[src/rtl/wdog_pkg.sv]
`timescale 1ns/1ps
package wdog_pkg;
   // word addresses (byte offset / 4); software decodes these
   localparam int unsigned WA_START  = 32'h000;
   localparam int unsigned WA_EVENT  = 32'h040;
   localparam int unsigned WA_INTSET = 32'h0C1;
   localparam int unsigned WA_INTCLR = 32'h0C2;
   localparam int unsigned WA_RUN    = 32'h100;
   localparam int unsigned WA_PEND   = 32'h101;
   localparam int unsigned WA_LIMIT  = 32'h141;
   localparam int unsigned WA_MASK   = 32'h142;
   localparam int unsigned WA_MODE   = 32'h143;
   localparam int unsigned WA_SLOT0  = 32'h180;

   localparam logic [31:0] RELOAD_KEY = 32'h6E52_4635;

   // mode register bit positions
   localparam int unsigned MODE_SLEEP_BIT = 0;
   localparam int unsigned MODE_HALT_BIT  = 3;

   typedef struct packed {
      logic halt_run;
      logic sleep_run;
   } wd_mode_t;
endpackage

[src/rtl/wdog_slot_tracker.sv]
`timescale 1ns/1ps
module wdog_slot_tracker #(
   parameter int unsigned       NUM_SLOTS = 8,
   parameter int unsigned       DATA_W    = 32,
   parameter logic [DATA_W-1:0] KEY       = DATA_W'(32'h6E52_4635)
) (
   input  logic                 clk,
   input  logic                 rst_n,
   input  logic                 active,
   input  logic [NUM_SLOTS-1:0] slot_wr,
   input  logic [DATA_W-1:0]    wdata,
   input  logic [NUM_SLOTS-1:0] enable_mask,
   output logic                 reload_o,
   output logic [NUM_SLOTS-1:0] pending_o
);
   logic [NUM_SLOTS-1:0] flags_q;
   logic [NUM_SLOTS-1:0] hit;
   logic [NUM_SLOTS-1:0] req_next;
   logic                 key_ok;

   assign key_ok = (wdata == KEY);

   for (genvar i = 0; i < NUM_SLOTS; i++) begin : g_slot
      assign hit[i] = active && slot_wr[i] && enable_mask[i] && key_ok;
   end

   assign req_next  = flags_q | hit;
   assign reload_o  = (|hit) && ((req_next & enable_mask) == enable_mask);
   assign pending_o = enable_mask & ~flags_q;

   always_ff @(posedge clk or negedge rst_n) begin
      if (!rst_n)        flags_q <= '0;
      else if (reload_o) flags_q <= '0;
      else               flags_q <= req_next;
   end

   // no request is ever held for a masked slot
   p_flags_in_mask_r7: assert property (@(posedge clk) disable iff (!rst_n)
      ((flags_q & ~enable_mask) == '0));
   // a restart leaves every slot asking again
   p_reload_clears_r6: assert property (@(posedge clk) disable iff (!rst_n)
      reload_o |=> (flags_q == '0));
endmodule

[src/rtl/wdog_countdown.sv]
`timescale 1ns/1ps
module wdog_countdown #(
   parameter int unsigned CNT_W     = 32,
   parameter int unsigned RST_DELAY = 2,
   localparam int unsigned DLY_W    = $clog2(RST_DELAY + 1)
) (
   input  logic             clk,
   input  logic             rst_n,
   input  logic             start_i,
   input  logic             reload_i,
   input  logic             step_i,
   input  logic             tick_i,
   input  logic [CNT_W-1:0] limit_i,
   output logic             expire_o,
   output logic             reset_req_o
);
   if (RST_DELAY < 1) begin : g_bad_delay
      $error("RST_DELAY must be at least one tick");
   end

   logic [CNT_W-1:0] count_q;
   logic [DLY_W-1:0] dly_q;

   assign expire_o = step_i && !start_i && !reload_i && (count_q == '0);

   always_ff @(posedge clk or negedge rst_n) begin
      if (!rst_n)                      count_q <= '0;
      else if (start_i || reload_i)    count_q <= limit_i;
      else if (expire_o)               count_q <= limit_i;
      else if (step_i)                 count_q <= count_q - 1'b1;
   end

   always_ff @(posedge clk or negedge rst_n) begin
      if (!rst_n) begin
         dly_q       <= '0;
         reset_req_o <= 1'b0;
      end else begin
         reset_req_o <= tick_i && (dly_q == DLY_W'(1));
         if (expire_o)                      dly_q <= DLY_W'(RST_DELAY);
         else if (tick_i && dly_q != '0)    dly_q <= dly_q - 1'b1;
      end
   end

   // the count never exceeds the programmed limit
   p_count_le_limit_r3: assert property (@(posedge clk) disable iff (!rst_n)
      (count_q <= limit_i));
   // the reset request lasts one cycle
   p_rst_pulse_r10: assert property (@(posedge clk) disable iff (!rst_n)
      reset_req_o |=> !reset_req_o);
endmodule

[src/rtl/wdog_multi_slot.sv]
`timescale 1ns/1ps
module wdog_multi_slot
   import wdog_pkg::*;
#(
   parameter int unsigned NUM_SLOTS  = 8,
   parameter int unsigned CNT_W      = 32,
   parameter int unsigned DATA_W     = 32,
   parameter int unsigned ADDR_W     = 10,
   parameter int unsigned RST_DELAY  = 2,
   parameter logic [31:0] LIMIT_RST  = 32'hFFFF_FFFF,
   parameter logic [15:0] MASK_RST   = 16'h0001,
   parameter logic        SLEEP_RUN_RST = 1'b1,
   parameter logic        HALT_RUN_RST  = 1'b0
) (
   input  logic              clk,
   input  logic              rst_n,
   input  logic              tick_en,
   input  logic              cpu_sleep,
   input  logic              cpu_halt,
   input  logic              bus_wr,
   input  logic [ADDR_W-1:0] bus_addr,
   input  logic [DATA_W-1:0] bus_wdata,
   output logic [DATA_W-1:0] bus_rdata,
   output logic              irq,
   output logic              reset_req
);
   if (NUM_SLOTS < 1 || NUM_SLOTS > 16) begin : g_bad_slots
      $error("NUM_SLOTS must be 1..16");
   end
   if (ADDR_W < 9) begin : g_bad_addr
      $error("ADDR_W too narrow for the register map");
   end
   if (DATA_W < 32 || CNT_W > DATA_W || CNT_W > 32) begin : g_bad_width
      $error("DATA_W must hold the key and the count");
   end

   localparam logic [ADDR_W-1:0] AW_START  = ADDR_W'(WA_START);
   localparam logic [ADDR_W-1:0] AW_EVENT  = ADDR_W'(WA_EVENT);
   localparam logic [ADDR_W-1:0] AW_INTSET = ADDR_W'(WA_INTSET);
   localparam logic [ADDR_W-1:0] AW_INTCLR = ADDR_W'(WA_INTCLR);
   localparam logic [ADDR_W-1:0] AW_RUN    = ADDR_W'(WA_RUN);
   localparam logic [ADDR_W-1:0] AW_PEND   = ADDR_W'(WA_PEND);
   localparam logic [ADDR_W-1:0] AW_LIMIT  = ADDR_W'(WA_LIMIT);
   localparam logic [ADDR_W-1:0] AW_MASK   = ADDR_W'(WA_MASK);
   localparam logic [ADDR_W-1:0] AW_MODE   = ADDR_W'(WA_MODE);
   localparam logic [ADDR_W-1:0] AW_SLOT0  = ADDR_W'(WA_SLOT0);

   logic                 running_q;
   logic [CNT_W-1:0]     limit_q;
   logic [NUM_SLOTS-1:0] mask_q;
   wd_mode_t             mode_q;
   logic                 inten_q;
   logic                 event_q;
   logic [NUM_SLOTS-1:0] slot_wr;
   logic [NUM_SLOTS-1:0] pending;
   logic                 reload;
   logic                 expire;
   logic                 start_pulse;
   logic                 step;

   for (genvar i = 0; i < NUM_SLOTS; i++) begin : g_slot_dec
      assign slot_wr[i] = bus_wr && (bus_addr == AW_SLOT0 + ADDR_W'(i));
   end

   assign start_pulse = bus_wr && (bus_addr == AW_START) && bus_wdata[0] && !running_q;
   assign step = tick_en && running_q
               && (mode_q.sleep_run || !cpu_sleep)
               && (mode_q.halt_run  || !cpu_halt);

   always_ff @(posedge clk or negedge rst_n) begin
      if (!rst_n) begin
         running_q <= 1'b0;
         limit_q   <= CNT_W'(LIMIT_RST);
         mask_q    <= NUM_SLOTS'(MASK_RST);
         mode_q    <= '{halt_run: HALT_RUN_RST, sleep_run: SLEEP_RUN_RST};
         inten_q   <= 1'b0;
         event_q   <= 1'b0;
      end else begin
         if (start_pulse) running_q <= 1'b1;
         if (bus_wr && !running_q) begin
            if (bus_addr == AW_LIMIT) limit_q <= bus_wdata[CNT_W-1:0];
            if (bus_addr == AW_MASK)  mask_q  <= bus_wdata[NUM_SLOTS-1:0];
            if (bus_addr == AW_MODE)
               mode_q <= '{halt_run:  bus_wdata[MODE_HALT_BIT],
                           sleep_run: bus_wdata[MODE_SLEEP_BIT]};
         end
         if (bus_wr && bus_addr == AW_INTSET && bus_wdata[0])      inten_q <= 1'b1;
         else if (bus_wr && bus_addr == AW_INTCLR && bus_wdata[0]) inten_q <= 1'b0;
         if (expire)                                              event_q <= 1'b1;
         else if (bus_wr && bus_addr == AW_EVENT && !bus_wdata[0]) event_q <= 1'b0;
      end
   end

   wdog_slot_tracker #(
      .NUM_SLOTS (NUM_SLOTS),
      .DATA_W    (DATA_W),
      .KEY       (DATA_W'(RELOAD_KEY))
   ) i_tracker (
      .clk         (clk),
      .rst_n       (rst_n),
      .active      (running_q),
      .slot_wr     (slot_wr),
      .wdata       (bus_wdata),
      .enable_mask (mask_q),
      .reload_o    (reload),
      .pending_o   (pending)
   );

   wdog_countdown #(
      .CNT_W     (CNT_W),
      .RST_DELAY (RST_DELAY)
   ) i_countdown (
      .clk         (clk),
      .rst_n       (rst_n),
      .start_i     (start_pulse),
      .reload_i    (reload),
      .step_i      (step),
      .tick_i      (tick_en),
      .limit_i     (limit_q),
      .expire_o    (expire),
      .reset_req_o (reset_req)
   );

   assign irq = event_q && inten_q;

   always_comb begin
      bus_rdata = '0;
      case (bus_addr)
         AW_EVENT:  bus_rdata[0] = event_q;
         AW_INTSET: bus_rdata[0] = inten_q;
         AW_INTCLR: bus_rdata[0] = inten_q;
         AW_RUN:    bus_rdata[0] = running_q;
         AW_PEND:   bus_rdata[NUM_SLOTS-1:0] = pending;
         AW_LIMIT:  bus_rdata[CNT_W-1:0] = limit_q;
         AW_MASK:   bus_rdata[NUM_SLOTS-1:0] = mask_q;
         AW_MODE: begin
            bus_rdata[MODE_SLEEP_BIT] = mode_q.sleep_run;
            bus_rdata[MODE_HALT_BIT]  = mode_q.halt_run;
         end
         default:   bus_rdata = '0;
      endcase
   end

   // once started the watchdog keeps running
   p_run_sticky_r2: assert property (@(posedge clk) disable iff (!rst_n)
      running_q |=> running_q);
   // configuration is frozen while running
   p_cfg_locked_r11: assert property (@(posedge clk) disable iff (!rst_n)
      running_q |=> ($stable(limit_q) && $stable(mask_q) && $stable(mode_q)));
endmodule

[config.mk]
export PLATFORM = sky130hd
export DESIGN_NAME = wdog_multi_slot
export DESIGN_NICKNAME = d
export VERILOG_FILES = /design/src/rtl/wdog_pkg.sv /design/src/rtl/wdog_slot_tracker.sv /design/src/rtl/wdog_countdown.sv /design/src/rtl/wdog_multi_slot.sv
export SDC_FILE = /design/constraint.sdc
export NUM_CORES = 1
export LEC_CHECK = 0
export ABC_CLOCK_PERIOD_IN_PS = 3120
export BUFFER_PORTS_ARGS = -buffer_cell sky130_fd_sc_hd__buf_2
export CORE_ASPECT_RATIO = 2
export CORE_MARGIN = 1
export CORE_UTILIZATION = 55
export CTS_BUF_LIST = sky130_fd_sc_hd__clkbuf_2
export DETAILED_ROUTE_END_ITERATION = 7
export PLACE_DENSITY = 0.87
export SYNTH_ARGS = -nofsm -noshare
export SYNTH_HDL_FRONTEND = slang
export SYNTH_SLANG_ARGS = --single-unit
[constraint.sdc]
create_clock -name clk -period 3.12 [get_ports clk]
set_input_delay 0.312 -clock clk [delete_from_list [all_inputs] [get_ports clk]]
set_output_delay 0.312 -clock clk [all_outputs]
set_load 0.005 [all_outputs]
==> flow_summary.yaml, run 1 <==
timing:
  relSlewSlack: 0.272
  setup_tns_ps: 0
  rsz0062_at_grt: "no"
  period_needed_ps: 2860
  finalMaxSlewViolations: 0
  fin_skew_ps: 24.9
  setup_viol: 0
  hold_viol: 0
  post-route-period-util: 0.916
  worst_slew_pin_slew_ps: 1090
  max_freq_mhz: 350
grt:
  grt_util_all_layers: 0.303
  grt_first_pass_wirelength_um: 22000
  gr-total-overflow: 0
  grt_pass1_vias: 4303
  antenna_found_initial: 0
  grt_max_degree: 89
setup_path:
  cp_max_fo: 32
  cp_top_family: "simple AND/OR/NAND/NOR gates"
  cp-start-kind: "input port"
  worstSetupPathType: "in2reg"
  crit_path_cell_trace: "dlygate4sd3_1 -> buf_2 -> or3b_2 -> nor4_1 -> nand3_1 -> o41a_1 -> o21a_2 -> buf_12 -> mux2_4"
  critPathMaxStageDelay_ps: 530
  critPathBufInv: 3
  critPathSlowestCell: "dlygate4sd3_1"
  crit_required_ps: 3600
  end_kind: "flop"
  worstPathArrival_ps: 3330
yosys:
  syn_avg_cell_area_um2: 11.1
  syn-num-nets: 504
  ys_types: 60
  ys_ff_latch: 88
  synth_warnings: 0
  syn_area_um2: 5050
  synth_edf_count: 0
  async_reset_ff_frac: 1.00
  synthCells: 453
  seq_area_frac_synth: 0.445
  ys.flop_type: "dfrtp_1"
floorplanning:
  die_height_um: 137
  io_pins: 82
  start_util: 0.564
  dieArea_um2: 9590
  rows: 49
  core-area_um2: 8950
  die_w_um: 69.7
cts:
  clock_latency_ps: 580
  clkTransAtPathRegs_ps: 240
  cts_root_buf: "clkbuf_2"
  htreeDepth: 3
  cts_tree: "built"
  cts_resized: 0
  cts_buffer_depth: 2
  clkSinkCount: 88
  cts_buffers: 9
drt:
  firstDrtPassIters: 4
  drt_iter0_drc: 362
  drcViolationCount: 0
  vias_per_cell: 6.03
  num_vias: 4110
  wire_per_inst_um: 20.3
  wirelength_um: 13800
  final_antenna_net_count: 0
placed_design:
  hpwl_um: 10000
  gp_congestion: 0.921
  io_buffers: 81
cells_and_area:
  area_growth_pct: 20.9
  fin_nets: 626
  final_cell_mix: "80 x buf_2, 54 x dfrtp_1, 43 x mux2_2"
  n_antenna_cell: 0
  drive_above_1_share: 0.397
  layout_commonest_cell: "buf_2"
status:
  outcome: "finished, final reports clean"
power:
  ir_worst_vdd_mv: 0.306
  p_total_mw: 2.19
  p_per_area_nw_per_um2: 358
  p_leak_nw: 3.08
flow_run:
  cap_violations: 0
worst_hold_path:
  worstHoldPathType: "in2reg"
-- report_power, final --
part	internal [mW]	total [mW]	switching (mW)	leakage [nW]
Clock	0.345	0.747	0.402	0.0919
Combinational	0.111	0.243	0.131	1.91
Sequential	1.18	1.20	0.0190	1.08
-- worst reg2reg max path: cells and delay by family, from the launching register on --
family                    cells  cell delay, ps
and+or+nand+nor               4            1890
DFF                           1             490
muxes                         1             270
xor gates and xnor gates      1             120
-- stage by stage --
stage                     hold slack [ps]  utilization  worst slack (ps)  area (um^2)  cells
final                                37.9        0.682               262         6100    682
after global routing                 4.72        0.682              75.2         6100    682
after CTS                            5.82        0.681               262         6090    681
after detailed placement              519        0.627               175         5620    633
after global placement                500        0.627               219         5620    633
after floorplan                      16.4            -               476         5050    453
-- final cells by class --
cell class | count | area [um^2]
Inverter | 11 | 41.3
Sequential cell | 88 | 2240
Clock inverter | 6 | 108
Multi-Input combinational cell | 337 | 2680
Fill cell | 678 | 2850
Clock buffer | 10 | 50.0
Tap cell | 102 | 128
Timing Repair Buffer | 128 | 856
-- sequential cells by signal, summed over array words and instances, names as in the netlist --
register	count
i_countdown.count_q	32
running_q	1
mode_q	2
mask_q	8
i_tracker.flags_q	8
i_countdown.dly_q	2
i_countdown.reset_req_o	1
event_q	1
limit_q	32
inten_q	1
-- synth_stat cells (6+ instances only) --
library cell   n  area [um^2]
a31oi_1        7         43.8
clkbuf_1      10         37.5
xor2_1        23          201
nand3_1       14         70.1
mux2_2        43          484
nor4_1        13         81.3
nand2_1       24         90.1
nand2b_1       7         43.8
nor2_1        29          109
and2_1        29          181
inv_1         11         41.3
dfstp_2       34          893
mux2_4        30          450
xnor2_1        9         78.8
a32o_1         6         60.1
a21oi_1        7         35.0
dfrtp_1       54         1350
nor3_1        19         95.1
-- cell families (layout without fill, tap and decap cells) --
family,Yosys count,in the layout,share of synthesized area
adders and majority gates,3,3,0.00744
buffers and inverters,28,155,0.0273
xor gates and xnor gates,32,32,0.0555
DFF,88,88,0.445
muxes,77,77,0.193
AOI/OAI and AO/OA,45,45,0.0662
and+or+nand+nor,180,180,0.206
-- path summary, 6_finish.rpt --
| check | cells past startpoint | start | end | slack (ps) |
|---|---|---|---|---|
| worst min register to register | 2 | i_tracker.flags_q[1] | i_tracker.flags_q[1] | 570 |
| worst max-delay path | 9 | bus_wdata[1] | i_countdown.count_q[12] | 260 |
| min in group asynchronous | 2 | rst_n | i_countdown.count_q[8] | 430 |
| max in group asynchronous | 2 | rst_n | i_countdown.count_q[23] | 1980 |
| worst max register to register | 6 | i_countdown.count_q[3] | i_countdown.count_q[28] | 260 |
| worst min-delay path | 2 | bus_wdata[0] | mode_q[0] | 40 |
-- what timing repair did --
action	in CTS	in global routing
hold buffers	32	1
hold endpoints to repair	92	2
buffers inserted	0	0
-- metal layers --
layer	GRT usage	vias up	wire (um)	part of all wire
li1	-	1899	-	-
met1	0.317	2049	4920	0.36
met2	0.566	114	7770	0.56
met3	0.0483	48	400	0.029
met4	0.177	0	760	0.055
met5	0	-	0	0
Power figures use the tool's default switching activity.
==> run 2, diff against run 1 <==
Settings changed: PLACE_DENSITY 0.87 to 0.86, SYNTH_HIERARCHICAL set to 1.
==> run 2 against run 1 <==
- sequential power about the same
- wire length increased by 22%
- cell area rose by 12%
- sequential share of layout area is 3.9 points lower
- core utilization is 2.1 points higher
- die area is 8.0% higher
- synthesized cell count is 21% higher
- critical path depth is 4 higher
- total power shrank 9.0%
- setup slack worse by 220 ps
- critical path type unchanged
==> flow_summary.yaml, run 2 <==
timing:
  relSlewSlack: 0.352
  finalMaxSlewViolations: 0
  rsz0062_at_grt: "yes"
  fin_skew_ps: 41.0
  setup_viol: 0
  setup_tns_ps: 0
  period_needed_ps: 3080
  max_freq_mhz: 325
  hold_viol: 0
  worst_slew_pin_slew_ps: 972
  post-route-period-util: 0.988
cts:
  clock_latency_ps: 570
  cts_tree: "built"
  clkTransAtPathRegs_ps: 250
  clkSinkCount: 88
  cts_root_buf: "clkbuf_2"
  cts_buffer_depth: 2
  cts_buffers: 9
  htreeDepth: 3
power:
  p_leak_nw: 3.09
  p_per_area_nw_per_um2: 292
  ir_worst_vdd_mv: 0.298
  p_total_mw: 1.99
drt:
  final_antenna_net_count: 0
  num_vias: 5265
  vias_per_cell: 6.29
  wl_met3_um: 811
  route.met2.wl_um: 9240
  wire_per_inst_um: 20.2
  drcViolationCount: 0
  wl_met1_um: 5720
  drt_iter0_drc: 525
  top_layer: "met4"
  firstDrtPassIters: 5
  wirelength_um: 16900
worst_hold_path:
  holdCritStartpoint: "bus_wdata[14]"
  hold_end: "limit_q[14]"
  worstHoldPathType: "in2reg"
  hold_depth: 2
cells_and_area:
  final_cell_mix: "79 x buf_2, 60 x buf_4, 54 x dfrtp_1"
  reg_top3: "i_countdown/count_q: 32 flops, limit_q: 32 flops"
  stdcell_area_um2: 6820
  layout_commonest_cell: "buf_2"
  utilization: 0.703
  drive_above_1_share: 0.390
  stdcell_count: 837
  area_growth_pct: 24.9
  fin_nets: 749
setup_path:
  r2r_start: "mask_q[3]"
  r2r_slack_ps: 170
  cp-start-kind: "input port"
  rr_endpoint: "i_countdown/count_q[24]"
  crit_path_cell_trace: "dlygate4sd3_1 -> buf_2 -> or4bb_1 -> nor4_4 -> buf_4 -> a41oi_4 -> nor4_4 -> buf_4 -> nor3_4 -> or3_1 -> o31a_1 -> a31oi_1 -> o21ai_1"
  end_kind: "flop"
  crit_required_ps: 3600
  ff2ff_path_depth: 9
  critPathBufInv: 4
  worstSetupPathType: "in2reg"
  critPathMaxStageDelay_ps: 550
  critPathSlowestCell: "or4bb_1"
  cp_max_fo: 6
  cp_top_family: "simple AND/OR/NAND/NOR gates"
  worstPathArrival_ps: 3560
yosys:
  yosysTopAreaCell: "dfrtp_1"
  ys_ff_latch: 88
  syn_area_um2: 5460
  syn_avg_cell_area_um2: 10.0
  ys_types: 80
  synth_warnings: 6
  synth.top_cell.area_share: 0.247
  seq_area_frac_synth: 0.411
  synthCells: 546
  ys.flop_type: "dfrtp_1"
  synth_commonest_cells: "54 x dfrtp_1, 48 x nor2_1, 43 x mux2_2, 39 x nand2_1"
  synth_area_leaders: "dfrtp_1 25%, dfstp_2 16%, mux2_2 8.9%"
  syn-num-nets: 597
  async_reset_ff_frac: 1.00
  synth_edf_count: 0
  synth.most_common_cell: "dfrtp_1"
floorplanning:
  dieArea_um2: 10400
  io_pins: 82
  rows: 51
  die_height_um: 143
  start_util: 0.563
  core-area_um2: 9700
  die_w_um: 72.5
grt:
  antenna_found_initial: 2
  grt_pass1_vias: 5392
  gr-total-overflow: 0
  grt_util_all_layers: 0.343
  grt_max_degree: 77
  grt_first_pass_wirelength_um: 26900
placed_design:
  io_buffers: 81
  post_dp_cell_area_um2: 6360
  placed_cells: 785
  hpwl_um: 12100
  gp_congestion: 0.927
flow_run:
  cap_violations: 0
status:
  outcome: "finished, final reports clean"
## run 2: changes by cell type after synthesis, sizes merged, moves of 6 or more
| cell | before | now |
|---|---|---|
| or3 | 5 | 11 |
| a221o | 0 | 7 |
| a32o | 6 | 0 |
| xor2 | 23 | 1 |
| nor2 | 29 | 48 |
| nand2 | 24 | 39 |
| o22ai | 1 | 8 |
| mux2 | 73 | 44 |
| and3 | 1 | 9 |
| clkbuf | 10 | 16 |
| o21ai | 6 | 16 |
## run 2: timing repair
action | 4_1_cts | 5_1_grt
hold buffers | 29 | 1
endpoints found under the hold margin | 88 | 1
setup endpoints to repair | 0 | 33
buffers inserted | 0 | 5
gates resized for setup | 0 | 5
## run 2: through the flow
step	hold WS, ps	worst slack [ps]
after floorplan	16.4	-449
after global placement	472	-458
after detailed placement	489	-559
after CTS	3.15	55.5
after global routing	11.4	-78.5
final	27.0	38.3
## run 2: worst register-to-register path, cell delays in order, from the launching register on
cell and delay [ps]:
dfrtp_1 470, a222oi_1 390, a41oi_1 230, o221ai_1 400
nor4_4 60, buf_4 170, or2_2 370, buf_4 210
or4_1 510, nand3_1 110
## run 2: worst max-delay path by stage
stage,cells after the start,start,endpoint
3_5_place_dp,14,bus_addr[5],i_countdown/count_q[29]
5_1_grt,13,bus_wdata[18],i_countdown/count_q[29]
6_report,13,bus_wdata[16],i_countdown/count_q[29]
3_3_place_gp,14,bus_addr[5],i_countdown/count_q[29]
4_1_cts,14,bus_addr[5],i_countdown/count_q[29]
2_1_floorplan,13,bus_addr[5],i_countdown/count_q[29]
## run 2: layout make-up
class                           count  area, um^2
Fill cell                         724        2880
Antenna cell                        2        5.00
Multi-Input combinational cell    415        3110
Tap cell                          132         165
Sequential cell                    88        2240
Clock inverter                      7        48.8
Inverter                           15        56.3
Clock buffer                        9        45.0
Timing Repair Buffer              169        1150
## run 2: cell families after synthesis
group / count (synthesis) / synth area share
AOI/OAI and AO/OA: 104 / 0.144
xor gates and xnor gates: 6 / 0.00962
adders and majority gates: 3 / 0.00687
buffers and inverters: 43 / 0.0389
DFF: 88 / 0.411
muxes: 48 / 0.0980
and+or+nand+nor: 254 / 0.292
## run 2: metal layers
layer,track usage,up-vias
met4,0.229,0
met2,0.614,233
li1,-,2359
met1,0.364,2594
met3,0.0480,79
met5,0,-
## run 2: report_power, final
part	internal (mW)	switching (mW)
clock network	0.103	0.421
logic	0.122	0.134
registers	1.18	0.0268
total	1.41	0.582
==> run 3, diff against run 2 <==
Settings changed: CORE_UTILIZATION 55 to 60, PLACE_DENSITY 0.86 to 0.92.
==> run 3 against run 2 <==
- the run now ends with negative setup slack left
- critical endpoint is now i_countdown/count_q[2]
- non-clock buffer count up 2
- largest cell class unchanged
- register-to-register slack better by 40 ps
- hold slack better by 120 ps
- combinational power up 2%
==> flow_summary.yaml, run 3 (synthesized netlist as in run 2, its figures left out) <==
power:
  power_frac_seq: 0.562
  p_comb_frac: 0.122
  p_sw_mw: 0.585
  intPower_mw: 1.57
  ir_worst_vdd_mv: 0.343
  p_leak_nw: 3.13
  clkPwrFrac: 0.317
  swShare: 0.272
  p_per_area_nw_per_um2: 314
drt:
  wirelength_um: 18500
  wire_per_inst_um: 22.9
  num_vias: 5551
  final_antenna_net_count: 0
  firstDrtPassIters: 7
  vias_per_cell: 6.89
  drcViolationCount: 0
  drt_iter0_drc: 620
cells_and_area:
  drive_above_1_share: 0.389
  multi_input_area_um2: 3110
  final_cell_mix: "78 x buf_2, 59 x buf_4, 54 x dfrtp_1"
  seq_area_um2: 2240
  area_growth_pct: 25.5
  stdcell_count: 806
  fillers: 518
  layout_commonest_cell: "buf_2"
  reg_top3: "i_countdown/count_q: 32 flops, limit_q: 32 flops"
  fin_nets: 751
setup_path:
  r2r_start: "mask_q[6]"
  cp-start-kind: "input port"
  ff2ff_path_depth: 9
  crit_required_ps: 3660
  worstPathArrival_ps: 3690
  end_kind: "flop"
  rr_endpoint: "i_countdown/count_q[28]"
  r2r_slack_ps: 210
  cp_max_fo: 10
  worstSetupPathType: "in2reg"
floorplanning:
  dieArea_um2: 9510
  die_height_um: 137
  io_pins: 82
  core-area_um2: 8710
  start_util: 0.627
  die_w_um: 69.5
  rows: 48
cts:
  cts_buffer_depth: 2
  htreeDepth: 3
  cts_buffers: 9
  clock_latency_ps: 590
  clkTransAtPathRegs_ps: 250
  cts_tree: "built"
  clkSinkCount: 88
  cts_root_buf: "clkbuf_2"
flow_run:
  cap_violations: 0
grt:
  grt-busiest-layer: "met2"
  use_met3: 0.0736
  use_met2: 0.702
  gr-total-overflow: 0
  grt_max_degree: 38
  grt_util_all_layers: 0.392
  grt_pass1_vias: 5630
  met1_usage: 0.390
  antenna_found_initial: 1
  grt_first_pass_wirelength_um: 28400
placed_design:
  gp_congestion: 0.924
  io_buffers: 81
  placed_cells: 753
  hpwl_um: 12500
status:
  outcome: "finished with violations"
  failed_checks: "negative setup slack"
timing:
  fin_ws_ps: -35.9
  finalMaxSlewViolations: 0
  max_freq_mhz: 317
  holdWs_ps: 143
  fin_skew_ps: 27.5
  setup_viol: 5
  hold_viol: 0
  setup_tns_ps: -88.0
  period_needed_ps: 3160
  post-route-period-util: 1.01
  worst_slew_pin_slew_ps: 785
  relSlewSlack: 0.472
worst_hold_path:
  hold_end: "running_q"
  hold_depth: 3
  holdCritStartpoint: "bus_wr"
  worstHoldPathType: "in2reg"
run 3: cell count changes in the layout (fill, tap and decap cells not counted), sizes merged:
cell         before  now
clkinv            4    3
dlygate4sd3      30   33
clkbuf            9   10
buf             139  138
bufinv            0    2
clkinvlp          3    1
diode             2    1
run 3: how the worst max path moves through the flow:
stage                               to  depth (start not counted)     startpoint  slack [ps]
4_1_cts        i_countdown/count_q[28]                         13    bus_addr[5]          60
5_1_grt         i_countdown/count_q[2]                         12  bus_wdata[12]        -220
3_5_place_dp   i_countdown/count_q[29]                         14    bus_addr[5]        -570
3_3_place_gp   i_countdown/count_q[29]                         14    bus_addr[5]        -450
6_report        i_countdown/count_q[2]                         12  bus_wdata[12]         -40
2_1_floorplan  i_countdown/count_q[29]                         13    bus_addr[5]        -450
run 3: routing by layer:
layer  up-vias  wire length, um
met5         -                0
met4         0             1280
met3       102             1270
met2       384             9870
met1      2711             6050
li1       2354                -
run 3: stage by stage:
stage,cell area [um^2],utilization,power (mW),setup WS [ps]
floorplan,5570,-,1.32,-449
global placement,6330,0.727,1.43,-447
detailed placement,6330,0.727,1.44,-568
CTS,6780,0.779,2.13,62.4
global route,6860,0.788,2.22,-222
finish,6860,0.788,2.15,-35.9
run 3: worst max-delay path, stage by stage:
cell and delay [ps]:
dlygate4sd3_1 570, buf_2 160, or4b_4 540, nor4_4 370
buf_4 220, nand3_4 120, nor4_4 470, nor2_2 170
o31ai_4 180, buf_4 260, o22ai_1 120, a21oi_1 200
run 3: area by class of cell:
cell class | count | area share
multi-input cells | 415 | 0.454
flip-flops and latches | 88 | 0.327
repair buffers | 171 | 0.173
well taps | 100 | 0.0182
clock inverters | 6 | 0.0122
inverters | 15 | 0.00821
clock buffers | 10 | 0.00730
diodes | 1 | 0.000365
run 3: power by group through the flow:
stage / clock network [mW] / logic [mW] / registers [mW]
floorplan: 0 / 0.105 / 1.22
global placement: 0 / 0.208 / 1.22
detailed placement: 0 / 0.220 / 1.22
CTS: 0.674 / 0.253 / 1.21
global route: 0.722 / 0.286 / 1.21
finish: 0.682 / 0.262 / 1.21
run 3: repair_timing:
action,in CTS,in global routing
hold endpoints to repair,72,3
setup buffers,0,5
endpoints found under the setup margin,0,15
gates resized for setup,0,6
hold buffers,32,1
